`src/rtl/sra_pkg.sv`:
```
package sra_pkg;

  localparam int WORD_W = 32;

  typedef enum logic [1:0] {
    SZ_BYTE = 2'd0,
    SZ_HALF = 2'd1,
    SZ_WORD = 2'd2,
    SZ_WIDE = 2'd3
  } acc_size_e;

  typedef enum logic [2:0] {
    K_WORD,
    K_SUB,
    K_XFER,
    K_BLK,
    K_CMD
  } acc_kind_e;

  typedef enum logic [2:0] {
    S_IDLE,
    S_RD,
    S_RWAIT,
    S_WR,
    S_FLUSH,
    S_CMDW,
    S_RESP
  } seq_state_e;

  function automatic logic [4:0] lane_shift(input logic [1:0] ofs);
    return {ofs, 3'b000};
  endfunction

  function automatic logic [WORD_W-1:0] lane_field(input logic [1:0] sz);
    return (sz == SZ_BYTE) ? 32'h0000_00FF : 32'h0000_FFFF;
  endfunction

  function automatic logic [WORD_W-1:0] lane_merge(input logic [WORD_W-1:0] old_dw,
                                                   input logic [WORD_W-1:0] val,
                                                   input logic [1:0]        sz,
                                                   input logic [1:0]        ofs);
    logic [WORD_W-1:0] m;
    m = lane_field(sz) << lane_shift(ofs);
    return (old_dw & ~m) | ((val & lane_field(sz)) << lane_shift(ofs));
  endfunction

  function automatic logic [WORD_W-1:0] lane_pick(input logic [WORD_W-1:0] dw,
                                                  input logic [1:0]        sz,
                                                  input logic [1:0]        ofs);
    return (dw >> lane_shift(ofs)) & lane_field(sz);
  endfunction

endpackage

```
`src/rtl/sra_decode.sv`:
```
module sra_decode
  import sra_pkg::*;
#(
  parameter int AW         = 8,
  parameter int BLKSZ_OFS  = 4,
  parameter int BLKCNT_OFS = 6,
  parameter int XFER_OFS   = 12,
  parameter int CMD_OFS    = 14
) (
  input  logic [AW-1:0] addr,
  input  logic [1:0]    size,
  output acc_kind_e     kind
);

  localparam logic [AW-1:0] A_BLKSZ  = AW'(BLKSZ_OFS);
  localparam logic [AW-1:0] A_BLKCNT = AW'(BLKCNT_OFS);
  localparam logic [AW-1:0] A_XFER   = AW'(XFER_OFS);
  localparam logic [AW-1:0] A_CMD    = AW'(CMD_OFS);

  logic is_half;
  assign is_half = (size == SZ_HALF);

  always_comb begin
    if (size[1]) begin
      kind = K_WORD;
    end else if (is_half && addr == A_XFER) begin
      kind = K_XFER;
    end else if (is_half && (addr == A_BLKSZ || addr == A_BLKCNT)) begin
      kind = K_BLK;
    end else if (is_half && addr == A_CMD) begin
      kind = K_CMD;
    end else begin
      kind = K_SUB;
    end
  end

endmodule

```
`src/rtl/sra_shadow.sv`:
```
module sra_shadow
  import sra_pkg::*;
(
  input  logic              clk,
  input  logic              rst_n,
  input  logic              cmd_we,
  input  logic [WORD_W-1:0] cmd_wd,
  input  logic              cmd_set,
  input  logic              cmd_clr,
  input  logic              blk_we,
  input  logic [WORD_W-1:0] blk_wd,
  input  logic              blk_set,
  input  logic              blk_clr,
  input  logic              cmd_commit,
  output logic [WORD_W-1:0] cmd_q,
  output logic [WORD_W-1:0] blk_q,
  output logic              cmd_pend,
  output logic              blk_pend
);

  always_ff @(posedge clk) begin
    if (!rst_n) begin
      cmd_q    <= '0;
      blk_q    <= '0;
      cmd_pend <= 1'b0;
      blk_pend <= 1'b0;
    end else begin
      if (cmd_we) cmd_q <= cmd_wd;
      if (blk_we) blk_q <= blk_wd;
      if (cmd_clr)      cmd_pend <= 1'b0;
      else if (cmd_set) cmd_pend <= 1'b1;
      if (blk_clr)      blk_pend <= 1'b0;
      else if (blk_set) blk_pend <= 1'b1;
    end
  end

  // the command dword never reaches the device while block fields wait
  a_r7_flush_before_cmd: assert property (@(posedge clk) disable iff (!rst_n)
    cmd_commit |-> !blk_pend);

  // a command commit leaves both shadows idle
  a_r7_commit_clears: assert property (@(posedge clk) disable iff (!rst_n)
    cmd_commit |=> !cmd_pend && !blk_pend);

endmodule

```
`src/rtl/sra_seq.sv`:
```
module sra_seq
  import sra_pkg::*;
#(
  parameter int AW            = 8,
  parameter int BLK_DWORD_OFS = 4
) (
  input  logic              clk,
  input  logic              rst_n,
  input  logic              host_valid,
  output logic              host_ready,
  input  logic              host_write,
  input  logic [AW-1:0]     host_addr,
  input  logic [1:0]        host_size,
  input  logic [WORD_W-1:0] host_wdata,
  output logic              host_rsp_valid,
  output logic [WORD_W-1:0] host_rsp_data,
  output logic              dev_valid,
  input  logic              dev_ready,
  output logic              dev_write,
  output logic [AW-1:0]     dev_addr,
  output logic [WORD_W-1:0] dev_wdata,
  input  logic              dev_rsp_valid,
  input  logic [WORD_W-1:0] dev_rsp_data,
  input  acc_kind_e         req_kind,
  input  logic [WORD_W-1:0] cmd_q,
  input  logic [WORD_W-1:0] blk_q,
  input  logic              cmd_pend,
  input  logic              blk_pend,
  output logic              cmd_we,
  output logic [WORD_W-1:0] cmd_wd,
  output logic              cmd_set,
  output logic              cmd_clr,
  output logic              blk_we,
  output logic [WORD_W-1:0] blk_wd,
  output logic              blk_set,
  output logic              blk_clr,
  output logic              ev_cmd_commit
);

  localparam logic [AW-1:0] BLK_DW_ADDR = AW'(BLK_DWORD_OFS);

  seq_state_e        st, st_nx;
  logic              r_write;
  logic [1:0]        r_size;
  logic [AW-1:0]     r_addr;
  logic [WORD_W-1:0] r_wdata;
  acc_kind_e         r_kind;
  logic [WORD_W-1:0] r_dw, dw_nx;
  logic [WORD_W-1:0] r_rsp, rsp_nx;
  logic [WORD_W-1:0] cmd_merged;
  logic [1:0]        h_ofs;
  logic              host_fire;
  logic              dev_fire;

  assign host_fire = host_valid && host_ready;
  assign dev_fire  = dev_valid && dev_ready;
  assign h_ofs     = host_addr[1:0];

  assign host_ready     = (st == S_IDLE);
  assign host_rsp_valid = (st == S_RESP);
  assign host_rsp_data  = r_rsp;

  assign dev_valid = (st == S_RD) || (st == S_WR) || (st == S_FLUSH) || (st == S_CMDW);
  assign dev_write = (st == S_WR) || (st == S_FLUSH) || (st == S_CMDW);
  assign dev_addr  = (st == S_FLUSH) ? BLK_DW_ADDR : {r_addr[AW-1:2], 2'b00};

  assign cmd_merged = lane_merge(cmd_q, r_wdata, SZ_HALF, r_addr[1:0]);

  always_comb begin
    case (st)
      S_FLUSH: dev_wdata = blk_q;
      S_CMDW:  dev_wdata = cmd_merged;
      default: dev_wdata = r_dw;
    endcase
  end

  assign ev_cmd_commit = (st == S_CMDW) && dev_fire;

  always_comb begin
    st_nx   = st;
    dw_nx   = r_dw;
    rsp_nx  = r_rsp;
    cmd_we  = 1'b0;
    cmd_wd  = cmd_merged;
    cmd_set = 1'b0;
    cmd_clr = 1'b0;
    blk_we  = 1'b0;
    blk_wd  = blk_q;
    blk_set = 1'b0;
    blk_clr = 1'b0;
    case (st)
      S_IDLE: begin
        if (host_fire) begin
          rsp_nx = '0;
          if (host_write) begin
            case (req_kind)
              K_WORD: begin
                dw_nx = host_wdata;
                st_nx = S_WR;
              end
              K_XFER: begin
                cmd_we  = 1'b1;
                cmd_wd  = lane_merge(cmd_q, host_wdata, SZ_HALF, h_ofs);
                cmd_set = 1'b1;
                st_nx   = S_RESP;
              end
              K_BLK: begin
                if (blk_pend) begin
                  blk_we  = 1'b1;
                  blk_wd  = lane_merge(blk_q, host_wdata, SZ_HALF, h_ofs);
                  blk_set = 1'b1;
                  st_nx   = S_RESP;
                end else begin
                  st_nx = S_RD;
                end
              end
              K_CMD:   st_nx = blk_pend ? S_FLUSH : S_CMDW;
              default: st_nx = S_RD;
            endcase
          end else begin
            if (req_kind == K_XFER && cmd_pend) begin
              rsp_nx = lane_pick(cmd_q, SZ_HALF, h_ofs);
              st_nx  = S_RESP;
            end else if (req_kind == K_BLK && blk_pend) begin
              rsp_nx = lane_pick(blk_q, SZ_HALF, h_ofs);
              st_nx  = S_RESP;
            end else begin
              st_nx = S_RD;
            end
          end
        end
      end
      S_RD: begin
        if (dev_fire) st_nx = S_RWAIT;
      end
      S_RWAIT: begin
        if (dev_rsp_valid) begin
          if (r_write) begin
            if (r_kind == K_BLK) begin
              blk_we  = 1'b1;
              blk_wd  = lane_merge(dev_rsp_data, r_wdata, r_size, r_addr[1:0]);
              blk_set = 1'b1;
              st_nx   = S_RESP;
            end else begin
              dw_nx = lane_merge(dev_rsp_data, r_wdata, r_size, r_addr[1:0]);
              st_nx = S_WR;
            end
          end else begin
            rsp_nx = (r_kind == K_WORD) ? dev_rsp_data
                                        : lane_pick(dev_rsp_data, r_size, r_addr[1:0]);
            st_nx  = S_RESP;
          end
        end
      end
      S_WR: begin
        if (dev_fire) st_nx = S_RESP;
      end
      S_FLUSH: begin
        if (dev_fire) begin
          blk_clr = 1'b1;
          st_nx   = S_CMDW;
        end
      end
      S_CMDW: begin
        if (dev_fire) begin
          cmd_we  = 1'b1;
          cmd_wd  = cmd_merged;
          cmd_clr = 1'b1;
          st_nx   = S_RESP;
        end
      end
      S_RESP:  st_nx = S_IDLE;
      default: st_nx = S_IDLE;
    endcase
  end

  always_ff @(posedge clk) begin
    if (!rst_n) begin
      st      <= S_IDLE;
      r_write <= 1'b0;
      r_size  <= 2'd0;
      r_addr  <= '0;
      r_wdata <= '0;
      r_kind  <= K_WORD;
      r_dw    <= '0;
      r_rsp   <= '0;
    end else begin
      st    <= st_nx;
      r_dw  <= dw_nx;
      r_rsp <= rsp_nx;
      if (host_fire) begin
        r_write <= host_write;
        r_size  <= host_size;
        r_addr  <= host_addr;
        r_wdata <= host_wdata;
        r_kind  <= req_kind;
      end
    end
  end

  // a stalled device request does not change
  a_r11_dev_hold: assert property (@(posedge clk) disable iff (!rst_n)
    dev_valid && !dev_ready |=> dev_valid && $stable(dev_write) &&
                                $stable(dev_addr) && $stable(dev_wdata));

  // one transaction at a time
  a_r10_busy_after_accept: assert property (@(posedge clk) disable iff (!rst_n)
    host_fire |=> !host_ready);

  // response is a single pulse
  a_r10_single_pulse: assert property (@(posedge clk) disable iff (!rst_n)
    host_rsp_valid |=> !host_rsp_valid);

  // capturing transfer mode answers at once without the device
  a_r5_xfer_quiet: assert property (@(posedge clk) disable iff (!rst_n)
    cmd_set |=> host_rsp_valid && !dev_valid);

  // a pending shadow read answers the next cycle
  a_r8_shadow_read: assert property (@(posedge clk) disable iff (!rst_n)
    host_fire && !host_write && req_kind == K_BLK && blk_pend |=> host_rsp_valid);

endmodule

```
`src/rtl/subword_reg_adapter.sv`:
```
module subword_reg_adapter
  import sra_pkg::*;
#(
  parameter int ADDR_W     = 8,
  parameter int BLKSZ_OFS  = 4,
  parameter int BLKCNT_OFS = 6,
  parameter int XFER_OFS   = 12,
  parameter int CMD_OFS    = 14
) (
  input  logic              clk,
  input  logic              rst_n,
  input  logic              host_valid,
  output logic              host_ready,
  input  logic              host_write,
  input  logic [ADDR_W-1:0] host_addr,
  input  logic [1:0]        host_size,
  input  logic [31:0]       host_wdata,
  output logic              host_rsp_valid,
  output logic [31:0]       host_rsp_data,
  output logic              dev_valid,
  input  logic              dev_ready,
  output logic              dev_write,
  output logic [ADDR_W-1:0] dev_addr,
  output logic [31:0]       dev_wdata,
  input  logic              dev_rsp_valid,
  input  logic [31:0]       dev_rsp_data
);

  localparam int BLK_DWORD = BLKSZ_OFS - (BLKSZ_OFS % 4);

  acc_kind_e         req_kind;
  logic [WORD_W-1:0] cmd_q, blk_q;
  logic              cmd_pend, blk_pend;
  logic              cmd_we, cmd_set, cmd_clr;
  logic              blk_we, blk_set, blk_clr;
  logic [WORD_W-1:0] cmd_wd, blk_wd;
  logic              ev_cmd_commit;

  sra_decode #(
    .AW(ADDR_W), .BLKSZ_OFS(BLKSZ_OFS), .BLKCNT_OFS(BLKCNT_OFS),
    .XFER_OFS(XFER_OFS), .CMD_OFS(CMD_OFS)
  ) u_decode (
    .addr (host_addr),
    .size (host_size),
    .kind (req_kind)
  );

  sra_shadow u_shadow (
    .clk        (clk),
    .rst_n      (rst_n),
    .cmd_we     (cmd_we),
    .cmd_wd     (cmd_wd),
    .cmd_set    (cmd_set),
    .cmd_clr    (cmd_clr),
    .blk_we     (blk_we),
    .blk_wd     (blk_wd),
    .blk_set    (blk_set),
    .blk_clr    (blk_clr),
    .cmd_commit (ev_cmd_commit),
    .cmd_q      (cmd_q),
    .blk_q      (blk_q),
    .cmd_pend   (cmd_pend),
    .blk_pend   (blk_pend)
  );

  sra_seq #(
    .AW(ADDR_W), .BLK_DWORD_OFS(BLK_DWORD)
  ) u_seq (
    .clk            (clk),
    .rst_n          (rst_n),
    .host_valid     (host_valid),
    .host_ready     (host_ready),
    .host_write     (host_write),
    .host_addr      (host_addr),
    .host_size      (host_size),
    .host_wdata     (host_wdata),
    .host_rsp_valid (host_rsp_valid),
    .host_rsp_data  (host_rsp_data),
    .dev_valid      (dev_valid),
    .dev_ready      (dev_ready),
    .dev_write      (dev_write),
    .dev_addr       (dev_addr),
    .dev_wdata      (dev_wdata),
    .dev_rsp_valid  (dev_rsp_valid),
    .dev_rsp_data   (dev_rsp_data),
    .req_kind       (req_kind),
    .cmd_q          (cmd_q),
    .blk_q          (blk_q),
    .cmd_pend       (cmd_pend),
    .blk_pend       (blk_pend),
    .cmd_we         (cmd_we),
    .cmd_wd         (cmd_wd),
    .cmd_set        (cmd_set),
    .cmd_clr        (cmd_clr),
    .blk_we         (blk_we),
    .blk_wd         (blk_wd),
    .blk_set        (blk_set),
    .blk_clr        (blk_clr),
    .ev_cmd_commit  (ev_cmd_commit)
  );

  // device side only ever sees dword-aligned addresses
  a_r2_dev_aligned: assert property (@(posedge clk) disable iff (!rst_n)
    dev_valid |-> dev_addr[1:0] == 2'b00);

endmodule

```
`config.mk`:
```
export PLATFORM = sky130hd
export DESIGN_NAME = subword_reg_adapter
export DESIGN_NICKNAME = d
export VERILOG_FILES = /design/src/rtl/sra_pkg.sv /design/src/rtl/sra_decode.sv /design/src/rtl/sra_shadow.sv /design/src/rtl/sra_seq.sv /design/src/rtl/subword_reg_adapter.sv
export SDC_FILE = /design/constraint.sdc
export NUM_CORES = 1
export LEC_CHECK = 0
export BUFFER_PORTS_ARGS = -buffer_cell sky130_fd_sc_hd__buf_2
export CAP_MARGIN = 20
export CORE_MARGIN = 1.5
export CORE_UTILIZATION = 35
export CTS_BUF_LIST = sky130_fd_sc_hd__clkbuf_8 sky130_fd_sc_hd__clkbuf_16
export DETAILED_ROUTE_END_ITERATION = 16
export PLACE_DENSITY = 0.58
export SLEW_MARGIN = 20
export SYNTH_ARGS = -nofsm -noshare
export SYNTH_HDL_FRONTEND = slang
export SYNTH_SLANG_ARGS = --single-unit
```
`constraint.sdc`:
```
create_clock -name clk -period 5.3 [get_ports clk]
set_input_delay 0.265 -clock clk [delete_from_list [all_inputs] [get_ports clk]]
set_output_delay 0.265 -clock clk [all_outputs]
set_load 0.05 [all_outputs]
```
* After elaboration in Yosys (flattened, before gate mapping) *
Index checks and enable logic that the tools add are counted.

cells by class
  eq/ne operators = 28
  shift-type cells = 9
  multiplexer cells = 64
  bitwise gates (word level) = 14
  reduce and logical (&&, ||, !) cells = 25

operators by type and width
  operator                                                             count
  32-bit two-way mux                                                   23
  32-bit one-hot mux with 2 select lines                               4
  32-bit AND                                                           6
  32-bit bitwise OR                                                    4
  32-bit NOT                                                           3
  16-bit by 5-bit << shifter with 32-bit output                        3
  16-bit by 5-bit << shifter with 32-bit output, first input constant  2
  32-bit by 5-bit right shift with 16-bit output                       2
  3-bit two-way mux                                                    15
  16-bit two-way mux                                                   2
  32-bit by 5-bit << shifter with 32-bit output                        1
  32-bit by 5-bit right shift with 32-bit output                       1
  8-bit by 3-bit == test with 1-bit output, second input constant      2
  8-bit by 4-bit == test with 1-bit output, second input constant      2
  2-bit != test, second input constant                                 8
  3-bit by 2-bit == test with 1-bit output, second input constant      5
  1-bit two-way mux                                                    15
  3-bit one-hot mux with 5 select lines                                1
  3-bit == test, second input constant                                 4
  3-bit one-hot mux with 4 select lines                                1
  2-bit by 1-bit != test with 1-bit output, second input constant      5
  3-bit logical NOT                                                    3
  9-bit AND reduction                                                  1
  8-bit two-way mux                                                    1
  other kinds (12)                                                     26

storage, ports and cells
  register bits = 179
  input bits = 80
  output and inout port bits = 76
  logic and storage cells = 152

* Depth between registers and ports, before layout *
  depth in word-level cells = 13
  gate-level depth with buffers = 10
  mapped depth without buffers = 7

* Hierarchy *
Synthesis repeated with hierarchy kept, for this count alone.

second synthesis, totals
  cells, all modules = 1490
  area total of the unflattened synthesis = 11273.3 µm²

by module, submodules not included
  module      instances  cells an instance  area an instance (µm²)  sequential area each (µm²)
  sra_seq     1          1269               8654.6                  1941.9
  sra_shadow  1          213                2560.0                  1321.3
  sra_decode  1          8                  58.8                    0.0

* Worst setup path after synthesis *
Ideal clock, no wire load.

  path type = reg-to-output
  from = reg u_seq.r_addr[1]
  to = out dev_wdata[24]
  data arrival time = 2.562 ns
  required time = 5.035 ns
  path slack = 2.473 ns
  stages on the path, launching flop included = 8
  buffers on the path = 3
  cells stage by stage = dfxtp_1 clkbuf_1 clkbuf_1 buf_1 nor2_1 a21oi_1 mux2i_1 o21ai_0

between the ends
  longest elaborated chain between the ends = 5
  elaborated cells between the ends (all ways) = 6
  classes of those cells = shift (2); mux (1); bitwise (3)

RTL lines
  what                                           RTL line                   source
  from (decl)                                    sra_seq.sv:45              logic [AW-1:0] r_addr;
  from (signal assigned)                         sra_seq.sv:194             r_addr <= host_addr;
  16-bit by 5-bit << shifter with 32-bit output  sra_pkg.sv:43              m = lane_field(sz) << lane_shift(ofs);
  32-bit NOT                                     sra_pkg.sv:44              return (old_dw & ~m) | ((val & lane_field(sz)) << lane_shift(ofs));
  32-bit AND                                     sra_pkg.sv:44
  32-bit bitwise OR *                            sra_pkg.sv:44
  32-bit one-hot mux with 2 select lines *       sra_seq.sv:70              case (st)
  to (decl)                                      subword_reg_adapter.sv:24  output logic [31:0] dev_wdata,

Every way passes the cells marked *; elsewhere a longest branch is shown, timed or not.

* Final worst setup path *
  from = reg u_seq.r_addr[0]
  to = out dev_wdata[18]

Same word-level chain as after synthesis.

==> reports/summary.txt <==
Post-synth EDFFs: 0
Via density: 6.34
Post-CTS sizing: 0
Post-route core utilization: 0.413
WP buf/inv: 3
Residual DRC count: 0
WP data arrival: 3.84 ns
Most used DFF post-synth: dfxtp_1
Tot Pwr: 4.78 mW
Clk slew on worst S/H paths: 0.07 ns
Port bufs: 153
Cell variety after synth: 63
Fillers: 3034
Clock tree buffer depth: 2
IR drop worst, VDD: 0.000224 V
Die X: 175 µm
Initial antenna violation count: 1
Pwr/cell area: 401 nW/µm²
HP Start: host_wdata[30]
Number of routed nets with antenna violations: 0
Global-route wire length before repair: 72800 µm
Yosys warns: 0
Finished layout cell area: 11900 µm²
CTS Hold Bufs: 0
Register area share after synthesis: 0.316
Static leakage: 4.63 nW
CP Launch Type: flop
Io pins: 156
Post-Layout Cell Count: 1847
Initial Util: 0.358
First DRT Iteration DRCs: 1688
Worst min-delay path category: in -> reg
Synth area leader: dfxtp_1
Number of post-CTS setup repair buffers: 0
NumNets Final: 1533
Crit-path max FO: 48
Critical Path RT: 5.04 ns
Final Hold Viols: 0
WHS: 0.0732 ns
Reg2Reg Setup Slack: 1.88 ns
Slew HR: 0.173
Max Cap Viol: 0
Clock Skew: 0.0117 ns
Tcrit/Tclk final: 0.775
Cell Rows: 62
Ys async rst share: 0
Total track usage: 0.322
Crit path max-delay family: compound AO/OA/AOI/OAI gates
Post-Syn Area per Cell: 7.48 µm²
Setup violators final: 0
Critical Path, Cell by Cell: inv_2 > ha_1 > inv_1 > a222oi_1 > a211oi_1 > a21o_1 > buf_2
Fmax: 243 MHz
Worst setup path startpoint: u_seq.r_addr[0]
Vias in the first global route: 10400
Share of layout cells above drive strength 1: 0.181
CTS tree: yes
Placed cell areas: 11300 µm²
Skew-Pair Late Insertion Delay: 0.45 ns
Pre-Repair DR Iteration Count: 7
Synth top area share: 0.316
Total grt overflow: 0
Placer Congestion: 1.05
Post-Route WL: 50300 µm
Die area: 30500 µm²
Final count of pins violating max slew: 0
Synth Register Bits: 163
Worst setup EP type: output pin
Setup repair after global routing missed its margin: false
Top cells by area, synth: dfxtp_1, mux2i_1, nand2_1, o21ai_0, a21oi_1
Die height: 175 µm
Largest net degree at the start of global routing: 82
Sum Neg Setup Slack: 0 ns
Vias post-DR: 11700
ANT cells: 0
Critical path class: reg -> out
Core Area: 28900 µm²
Placed cell count: 1812
Pre-CTS setup slack: 1.85 ns
Worst-Margin Slew: 1.24 ns
Num CTS Buffers: 17
Final HPWL from detailed placement: 36200 µm
Synth Instances: 1380
Slowest cell on crit path: dfxtp_2
Synth-to-layout area growth: 15.5%
H-tree Lvls: 4
Worst r2r src: u_seq.r_addr[1]
Crit-path max cell delay: 1.02 ns
Status: finished clean
Minimum clock period after layout: 4.11 ns
PnR worst setup slack: 1.19 ns
Syn Std Cell Area: 10300 µm²
CTS Sinks: 163
WL/cell: 27.2 µm
CTS Root Cell: clkbuf_16
cells in the final DEF, fill, tap and decap left out, drive strengths merged, types with 3 or more instances in the layout:
cell type / n
nand2: 178
a21oi: 117
mux2i: 75
o21bai: 9
a222oi: 8
a221oi: 24
o21a: 10
nor2b: 25
buf: 181
clkinv: 4
ha: 3
clkbuf: 18
a22oi: 37
o22ai: 11
or2: 5
a311oi: 9
mux2: 16
a22o: 8
nor3: 25
o41ai: 4
o211a: 6
nand2b: 17
nor2: 129
dfxtp: 163
or3: 15
a21o: 17
a2111oi: 16
inv: 27
a2bb2oi: 16
o31ai: 3
a211oi: 50
o21ai: 123
nand3: 15
clkinvlp: 5
o221a: 8
a31oi: 39
and4: 3
o211ai: 19
synthesized netlist by cell type (11+ instances only):
library cell  number
nand2_1          177
dfxtp_1          163
nor2_1           129
o21ai_0          123
a21oi_1          117
clkbuf_1         106
mux2i_1           75
a211oi_1          50
a31oi_1           39
a22oi_1           37
nor2b_1           25
nor3_1            25
a221oi_1          24
inv_1             19
o211ai_1          19
a21o_1            17
nand2b_1          17
a2111oi_0         16
a2bb2oi_1         16
mux2_2            16
nand3_1           15
or3_1             15
buf_1             14
o22ai_1           11
final timing paths:
| check | endpoint | cells past startpoint |
|---|---|---|
| max | dev_wdata[18] | 7 |
| min | u_seq.r_dw[30] | 3 |
| max reg2reg | u_shadow.blk_q[19] | 6 |
| min reg2reg | u_seq.r_addr[7] | 2 |
where the power goes:
group / internal [mW] / switching, mW / leakage, nW
clock: 0.673 / 0.603 / 0.270
combinational: 0.517 / 1.42 / 3.03
sequential: 1.35 / 0.212 / 1.32
total: 2.54 / 2.24 / 4.63
kinds of logic (layout without fill, tap and decap cells):
logic type                 Yosys count  count (layout)  share of synthesized area
AOI/OAI and AO/OA                  542             542                      0.348
and+or+nand+nor                    426             426                      0.184
DFF                                163             163                      0.316
buffers and inverters              154             236                     0.0584
muxes                               91              91                     0.0901
adders and majority gates            3               3                    0.00363
other                                1               2                   0.000363
area by class of cell:
type	instances	area, µm²	area share
clock buffers	18	439	0.0368
clock inverters	14	143	0.0120
well taps	384	480	0.0403
repair buffers	181	966	0.0810
inverters	23	86.3	0.00724
flip-flops and latches	163	3270	0.274
multi-input cells	1064	6550	0.549
tightest hold or removal path: stages:
cell	delay, ns
buf_2	0.09
nand2_1	0.06
a31oi_1	0.06
per-layer routing:
metal	wire [µm]	vias up	part of all wire	global-route usage
li1	-	5248	-	-
met1	21700	5555	0.43	0.461
met2	20500	758	0.41	0.456
met3	5760	146	0.11	0.0759
met4	2240	4	0.044	0.142
met5	29	-	0.00058	0
Power figures use the tool's default switching activity.
